<file path="src/rtl/hz_pkg.sv">
package hz_pkg;
  typedef enum logic [1:0] {
    SRC_RF    = 2'd0,
    SRC_EXMEM = 2'd1,
    SRC_MEMWB = 2'd2
  } src_sel_e;

  localparam logic [5:0] OPC_RR = 6'h00;
  localparam logic [2:0] GRP_BR = 3'b000;
  localparam logic [2:0] GRP_RI = 3'b001;
  localparam logic [2:0] GRP_LD = 3'b100;
  localparam logic [2:0] GRP_ST = 3'b101;
endpackage

</file>
<file path="src/rtl/hz_decode.sv">
module hz_decode #(
  parameter int IW = 32,
  parameter int RW = 5
) (
  input  logic [IW-1:0] instr_i,
  input  logic          valid_i,
  output logic [RW-1:0] src_a_o,
  output logic [RW-1:0] src_b_o,
  output logic          rd_a_o,
  output logic          rd_b_o,
  output logic [RW-1:0] dest_o,
  output logic          wr_o,
  output logic          load_o
);
  import hz_pkg::*;
  localparam int OPW   = 6;
  localparam int A_LSB = IW - OPW - RW;
  localparam int B_LSB = A_LSB - RW;
  localparam int D_LSB = B_LSB - RW;

  logic [OPW-1:0] opc;
  logic is_rr, is_ri, is_ld, is_st, is_br;

  assign opc     = instr_i[IW-1 -: OPW];
  assign src_a_o = instr_i[A_LSB +: RW];
  assign src_b_o = instr_i[B_LSB +: RW];

  always_comb begin
    is_rr = (opc == OPC_RR);
    is_ri = (opc[OPW-1 -: 3] == GRP_RI);
    is_ld = (opc[OPW-1 -: 3] == GRP_LD);
    is_st = (opc[OPW-1 -: 3] == GRP_ST);
    is_br = (opc[OPW-1 -: 3] == GRP_BR) && !is_rr;
  end

  always_comb begin
    rd_a_o = is_rr | is_ri | is_ld | is_st | is_br;
    rd_b_o = is_rr | is_st;
    if (is_rr)              dest_o = instr_i[D_LSB +: RW];
    else if (is_ri | is_ld) dest_o = instr_i[B_LSB +: RW];
    else                    dest_o = '0;
    wr_o   = valid_i & (is_rr | is_ri | is_ld);
    load_o = valid_i & is_ld;
  end
endmodule

</file>
<file path="src/rtl/hz_operand_sel.sv">
module hz_operand_sel #(
  parameter int RW = 5
) (
  input  logic [RW-1:0]     src_i,
  input  logic              rd_i,
  input  logic              id_valid_i,
  input  logic [RW-1:0]     ex_dest_i,
  input  logic              ex_wr_i,
  input  logic              ex_load_i,
  input  logic              ex_valid_i,
  input  logic [RW-1:0]     mem_dest_i,
  input  logic              mem_wr_i,
  input  logic              mem_valid_i,
  output hz_pkg::src_sel_e  sel_o,
  output logic              load_hit_o
);
  import hz_pkg::*;
  logic live, ex_hit, mem_hit;

  always_comb begin
    live    = id_valid_i & rd_i & (src_i != '0);
    ex_hit  = live & ex_valid_i & ex_wr_i & (ex_dest_i == src_i);
    mem_hit = live & mem_valid_i & mem_wr_i & (mem_dest_i == src_i);
    // younger producer first
    if (ex_hit)       sel_o = SRC_EXMEM;
    else if (mem_hit) sel_o = SRC_MEMWB;
    else              sel_o = SRC_RF;
    load_hit_o = ex_hit & ex_load_i;
  end
endmodule

</file>
<file path="src/rtl/hz_sel_reg.sv">
module hz_sel_reg (
  input  logic             clk_i,
  input  logic             rst_ni,
  input  logic             clr_i,
  input  hz_pkg::src_sel_e d_i,
  output hz_pkg::src_sel_e q_o
);
  import hz_pkg::*;
  always_ff @(posedge clk_i or negedge rst_ni) begin
    if (!rst_ni)    q_o <= SRC_RF;
    else if (clr_i) q_o <= SRC_RF;
    else            q_o <= d_i;
  end
endmodule

</file>
<file path="src/rtl/fwd_interlock_unit.sv">
module fwd_interlock_unit #(
  parameter int NREG = 32,
  parameter int IW   = 32,
  localparam int RW  = $clog2(NREG)
) (
  input  logic          clk_i,
  input  logic          rst_ni,
  input  logic [IW-1:0] id_instr_i,
  input  logic          id_valid_i,
  input  logic [RW-1:0] ex_dest_i,
  input  logic          ex_wr_i,
  input  logic          ex_load_i,
  input  logic          ex_valid_i,
  input  logic [RW-1:0] mem_dest_i,
  input  logic          mem_wr_i,
  input  logic          mem_valid_i,
  input  logic          mem_br_taken_i,
  output logic [RW-1:0] id_dest_o,
  output logic          id_wr_o,
  output logic          id_load_o,
  output logic [1:0]    fwd_a_o,
  output logic [1:0]    fwd_b_o,
  output logic          stall_o,
  output logic          flush_o
);
  import hz_pkg::*;
  localparam int NOPS = 2;

  logic [RW-1:0] src   [NOPS];
  logic          rd    [NOPS];
  src_sel_e      sel_d [NOPS];
  src_sel_e      sel_q [NOPS];
  logic [NOPS-1:0] load_hit;
  logic          bubble;

  hz_decode #(.IW(IW), .RW(RW)) u_dec (
    .instr_i (id_instr_i),
    .valid_i (id_valid_i),
    .src_a_o (src[0]),
    .src_b_o (src[1]),
    .rd_a_o  (rd[0]),
    .rd_b_o  (rd[1]),
    .dest_o  (id_dest_o),
    .wr_o    (id_wr_o),
    .load_o  (id_load_o)
  );

  for (genvar g = 0; g < NOPS; g++) begin : g_op
    hz_operand_sel #(.RW(RW)) u_sel (
      .src_i       (src[g]),
      .rd_i        (rd[g]),
      .id_valid_i  (id_valid_i),
      .ex_dest_i   (ex_dest_i),
      .ex_wr_i     (ex_wr_i),
      .ex_load_i   (ex_load_i),
      .ex_valid_i  (ex_valid_i),
      .mem_dest_i  (mem_dest_i),
      .mem_wr_i    (mem_wr_i),
      .mem_valid_i (mem_valid_i),
      .sel_o       (sel_d[g]),
      .load_hit_o  (load_hit[g])
    );

    hz_sel_reg u_reg (
      .clk_i  (clk_i),
      .rst_ni (rst_ni),
      .clr_i  (bubble),
      .d_i    (sel_d[g]),
      .q_o    (sel_q[g])
    );
  end

  always_comb begin
    flush_o = mem_br_taken_i;
    stall_o = (|load_hit) & ~flush_o;  // flush wins
    bubble  = stall_o | flush_o;
    fwd_a_o = sel_q[0];
    fwd_b_o = sel_q[1];
  end
endmodule

</file>
<file path="config.mk">
export PLATFORM = sky130hd
export DESIGN_NAME = fwd_interlock_unit
export DESIGN_NICKNAME = d
export VERILOG_FILES = /design/src/rtl/hz_pkg.sv /design/src/rtl/hz_decode.sv /design/src/rtl/hz_operand_sel.sv /design/src/rtl/hz_sel_reg.sv /design/src/rtl/fwd_interlock_unit.sv
export SDC_FILE = /design/constraint.sdc
export NUM_CORES = 1
export LEC_CHECK = 0
export BUFFER_PORTS_ARGS = -buffer_cell sky130_fd_sc_hd__buf_2
export CORE_UTILIZATION = 30
export DETAILED_ROUTE_END_ITERATION = 12
export GPL_TIMING_DRIVEN = 0
export PLACE_DENSITY = 0.79
export SLEW_MARGIN = 20
export SYNTH_ARGS = -nofsm -noshare
export SYNTH_HDL_FRONTEND = slang
export SYNTH_SLANG_ARGS = --single-unit
</file>
<file path="constraint.sdc">
create_clock -name clk_i -period 1.3 [get_ports clk_i]
set_clock_uncertainty 0.15 [all_clocks]
set_input_delay 0.13 -clock clk_i [delete_from_list [all_inputs] [get_ports clk_i]]
set_output_delay 0.13 -clock clk_i [all_outputs]
set_load 0.01 [all_outputs]
</file>
Yosys cells after proc, flatten, opt, wreduce, memory -nomap -nowiden
Cells that the tools add are included. Widths: inputs -> output; s select.

Register bits after elaboration: 4. Latch bits: 0. RAM bits: 0. ROM bits: 0. Bits of input ports: 51. Output and inout bits: 13. Logic and storage cells: 53. Memories kept: 0.

$add $sub $neg: 0. Multiply operators: 0. Divide/modulo/power cells: 0. Magnitude comparators: 0. Equality and inequality tests: 7. Shifts and indexed selects: 0. Multiplexer cells: 8. Bitwise logic cells: 29. Reduce and logical (&&, ||, !) cells: 7.

Operators by type and width (number): $and 1x1->1 (21); $eq 5x5->1 (4); $mux 2 (6); $mux 5 (2); $reduce_bool 5->1 (2); $or 1x1->1 (7); $eq 3x3->1 const B (2); $logic_not 6->1 (1); $eq 3x1->1 const B (1); $logic_not 3->1 (1); $reduce_or 2->1 (1); $logic_and 1x1->1 (1); $logic_not 1->1 (1); $not 1->1 (1).

Longest topological paths before layout
Depth in word-level cells: 15. Gate-level depth with buffers: 4. Gate-level depth less buffers: 4.

Hierarchy
Synthesis repeated with hierarchy kept, for this count alone.

Cell total of the unflattened synthesis: 74. Area total of the unflattened synthesis: 650.6 µm².

Modules (own cells, without submodules): hz_operand_sel (instances 2, cells each 20, area an instance 156.4 µm², seq. area each 0.0 µm²); hz_decode (instances 1, cells each 23, area an instance 188.9 µm², seq. area each 0.0 µm²); hz_sel_reg (instances 2, cells each 4, area an instance 62.6 µm², seq. area each 50.0 µm²); fwd_interlock_unit (instances 1, cells each 3, area an instance 23.8 µm², seq. area each 0.0 µm²).

Worst setup path before layout
No wires, ideal clock.

Path type: input port to output port. Start point: in id_instr_i[30]. End point: out stall_o. Arrival time: 1322 ps. Data required time: 1020 ps. Slack: -302 ps. Cell stages on the path: 4. Path buffers: 0. Cells stage by stage: nand2b_4 o21bai_1 or4_2 a21oi_1.

Longest elaborated chain between the ends: 13. Elaborated cells on any way between the ends: 26. Those cells by class: 3 x eq/ne; 18 x bitwise; 5 x reduce/logical.

Ends and longest elaborated chain: start, declared (RTL line fwd_interlock_unit.sv:8) `input logic [IW-1:0] id_instr_i,`; $logic_not 6->1 or $eq 3x1->1 (tied branches) (RTL line hz_decode.sv:29, hz_decode.sv:30); $or 1x1->1 (4 in series) (RTL line hz_decode.sv:37) `rd_a_o = is_rr | is_ri | is_ld | is_st | is_br;`; $and 1x1->1 (2 in series) (RTL line hz_operand_sel.sv:21) `live = id_valid_i & rd_i & (src_i != '0);`; $and 1x1->1 (3 in series) (RTL line hz_operand_sel.sv:22) `ex_hit = live & ex_valid_i & ex_wr_i & (ex_dest_i == src_i);`; $and 1x1->1 (RTL line hz_operand_sel.sv:28) `load_hit_o = ex_hit & ex_load_i;`; $reduce_or 2->1 (*) (RTL line fwd_interlock_unit.sv:75) `stall_o = (|load_hit) & ~flush_o;`; $and 1x1->1 (*) (RTL line fwd_interlock_unit.sv:75); end, declared (RTL line fwd_interlock_unit.sv:23) `output logic stall_o,`.

Mark *: on every way between the ends. The rest lies on a longest branch, timed or not.

Final worst setup path
Start point: in id_instr_i[27]. End point: out stall_o.

Longest elaborated chain between the ends: 13. Elaborated cells on any way between the ends: 22. Those cells by class: 18 x bitwise; 4 x reduce/logical.

Ends and longest elaborated chain: $logic_not 6->1 (*) (RTL line hz_decode.sv:29) `is_rr = (opc == OPC_RR);`; $or 1x1->1 (4 in series) (RTL line hz_decode.sv:37); $and 1x1->1 (2 in series) (RTL line hz_operand_sel.sv:21); $and 1x1->1 (3 in series) (RTL line hz_operand_sel.sv:22); $and 1x1->1 (RTL line hz_operand_sel.sv:28); $reduce_or 2->1 (*) (RTL line fwd_interlock_unit.sv:75); $and 1x1->1 (*) (RTL line fwd_interlock_unit.sv:75).

Marked as above.

==> results.md <==
* Status: finished with violations
* Failing checks: negative setup slack
* Drt wl/cell at 12.4 µm
* WP data arrival at 1470 ps
* Avg Inst Size Synth at 9.14 µm²
* Die X-Extent at 46.5 µm
* # diodes at 0
* Setup TNS Final at -3380 ps
* CP startpoint kind: input pin
* Nets at 180
* Largest family of logic cells by synthesized area: XOR/XNOR gates
* Cells after synthesis at 65
* Port bufs at 52
* Chip Height at 46.5 µm
* Drc violations at 0
* Core ar. at 0.00178 mm²
* Die ar. at 0.00216 mm²
* CTS Root Cell: clkbuf_4
* Final Hold Vio Count at 0
* Final worst slack at -455 ps
* Synthesized net count at 116
* Type of the worst min-delay path: input pin to flop
* Most common cell after layout, fill and taps aside: buf_2
* First-pass GRT wire length at 2.85 mm
* CTS buffer count at 3
* Initial Util at 33.3%
* CTS tree: built
* Slew Viols, Final at 0
* H-tree levels at 1
* Synthesis Warnings at 0
* Biggest regs: g_op.u_reg.q_o: 4 flops
* Dpl ws at -489 ps
* Share of cells above drive strength 1 at 59.8%
* Drt via density at 4.97
* Clock tree sinks at 4
* CP endpoint: stall_o
* Critical path peak fanout at 2
* Largest register FFs at 4
* Fill count at 171
* Register area share after synthesis at 16.8%
* Largest net degree at the start of global routing at 7
* Vias in the first global route at 711
* Final GP Congestion at 0.807
* Post-synthesis mux area share at 0%
* Worst Setup SP: id_instr_i[27]
* Largest register by flop count: g_op.u_reg.q_o
* Max Cap Viol at 0
* Synthesized area at 594 µm²
* CTS Buffer Depth at 2
* Slew of the pin with the lowest slew margin at 373 ps
* Via count at 755
* Area delta synth->final at 77.5%
* I/O pin total at 64
* RSZ-0062 raised after global routing: yes
* Final antenna-violating net count at 0
* Leakage at 0.499 nW
* Post-layout min period at 1750 ps
* Critical path class: input pin to output port
* Num rows at 15
* Initial DRC Count at 11
* GRT overflow at 0
* Simple-Gate Fraction of Synth Area at 30.9%
* CTS clock-pin slew for the worst setup and hold paths at 40 ps
* GRT Total Usage at 18.5%
* Commonest non-fill, non-tap cells in the layout: buf_2, xnor2_1, xor2_1
* Setup crit end kind: output port
* Post-Synth Adder-Cell Area at 0%
* Synth cell types at 26
* Max Freq at 0.570 GHz
* Final setup viols at 10
* WL final at 1.88 mm
* WP data required at 1020 ps
* Tcrit/Tclk final at 135%
* Xor/xnor share of the synthesized area at 30.9%
* Post-synthesis compound-gate area fraction at 20.0%
* Maximum vdd ir drop at 0.244 mV
* Yosys reg bits at 4
* Power density over the cells at 507 mW/mm²
* First drt pass iteration count at 4
* WHS at 37.5 ps
* Worst rel slew slack at 74.9%
* Antenna violations before repair at 0
[through the flow]
| stage | cells | total power [mW] | util (%) | cell area [µm²] |
|---|---|---|---|---|
| after floorplan | 65 | 0.230 | - | 607 |
| after global placement | 142 | 0.341 | 50.4 | 898 |
| after detailed placement | 142 | 0.347 | 50.4 | 898 |
| after CTS | 151 | 0.525 | 56.7 | 1010 |
| after global routing | 152 | 0.567 | 59.2 | 1050 |
| final | 152 | 0.534 | 59.2 | 1050 |
[where the power goes]
group / total, mW / internal [mW] / switching (mW) / leakage (nW)
Clock: 0.152 / 0.103 / 0.0487 / 0.0138
Combinational: 0.257 / 0.132 / 0.125 / 0.429
Sequential: 0.125 / 0.125 / 0.0000217 / 0.0559
[how the worst min path moves through the flow]
| stage | endpoint | cells past startpoint | startpoint |
|---|---|---|---|
| final | g_op[1].u_reg.q_o[0] | 2 | ex_load_i |
| after global routing | g_op[1].u_reg.q_o[0] | 2 | ex_load_i |
| after CTS | g_op[1].u_reg.q_o[0] | 2 | ex_load_i |
| after detailed placement | g_op[0].u_reg.q_o[1] | 1 | rst_ni |
| after global placement | g_op[1].u_reg.q_o[1] | 1 | rst_ni |
| after floorplan | g_op[0].u_reg.q_o[0] | 0 | rst_ni |
[layer usage]
metal  GRT usage (%)  wire length [µm]
met3            1.18               148
met2            35.6               971
met5               0                 0
met1            20.6               743
met4            7.06                19
[timing repair]
item | CTS | global route
hold endpoints to repair | 6 | 0
gates resized for setup | 6 | 7
buffers inserted | 4 | 2
hold buffers | 2 | 0
endpoints found under the setup margin | 10 | 11
gates cloned | 0 | 0
pin swaps | 11 | 9
[logic make-up after synthesis]
logic type / Yosys count
buf+inv: 1
flops: 4
xor+xnor: 21
simple gates: 27
compound gates: 12
[worst max-delay path, stage by stage]
cell,delay (ps)
buf_6,90
or4_4,530
o21a_1,200
nand4b_1,220
a21oi_2,170
buf_2,140
[Yosys cell counts, drive strengths merged]
cell type,n,area (µm²)
nor2,3,11.3
and4b,1,10.0
o21a,2,15.0
a22o,5,43.8
nor4,3,18.8
a2111oi,2,42.5
xor2,10,87.6
nand4,1,6.26
or4,4,35.0
o21bai,1,7.51
buf,1,7.51
nand3,1,5.00
xnor2,11,96.3
nor3b,1,7.51
nand4b,1,8.76
dfrtp,4,100
nand3b,1,7.51
nand2b,3,33.8
a21oi,2,10.0
nor3,4,25.0
nand2,4,15.0
[layout make-up]
cell class	instances	area [µm²]	area share [%]
multi-input cells	60	557	52.8
flip-flops and latches	4	100	9.49
well taps	25	31.3	2.97
repair buffers	59	337	31.9
clock buffers	3	22.5	2.14
plain buffers	1	7.51	0.712
Power figures use the tool's default switching activity.
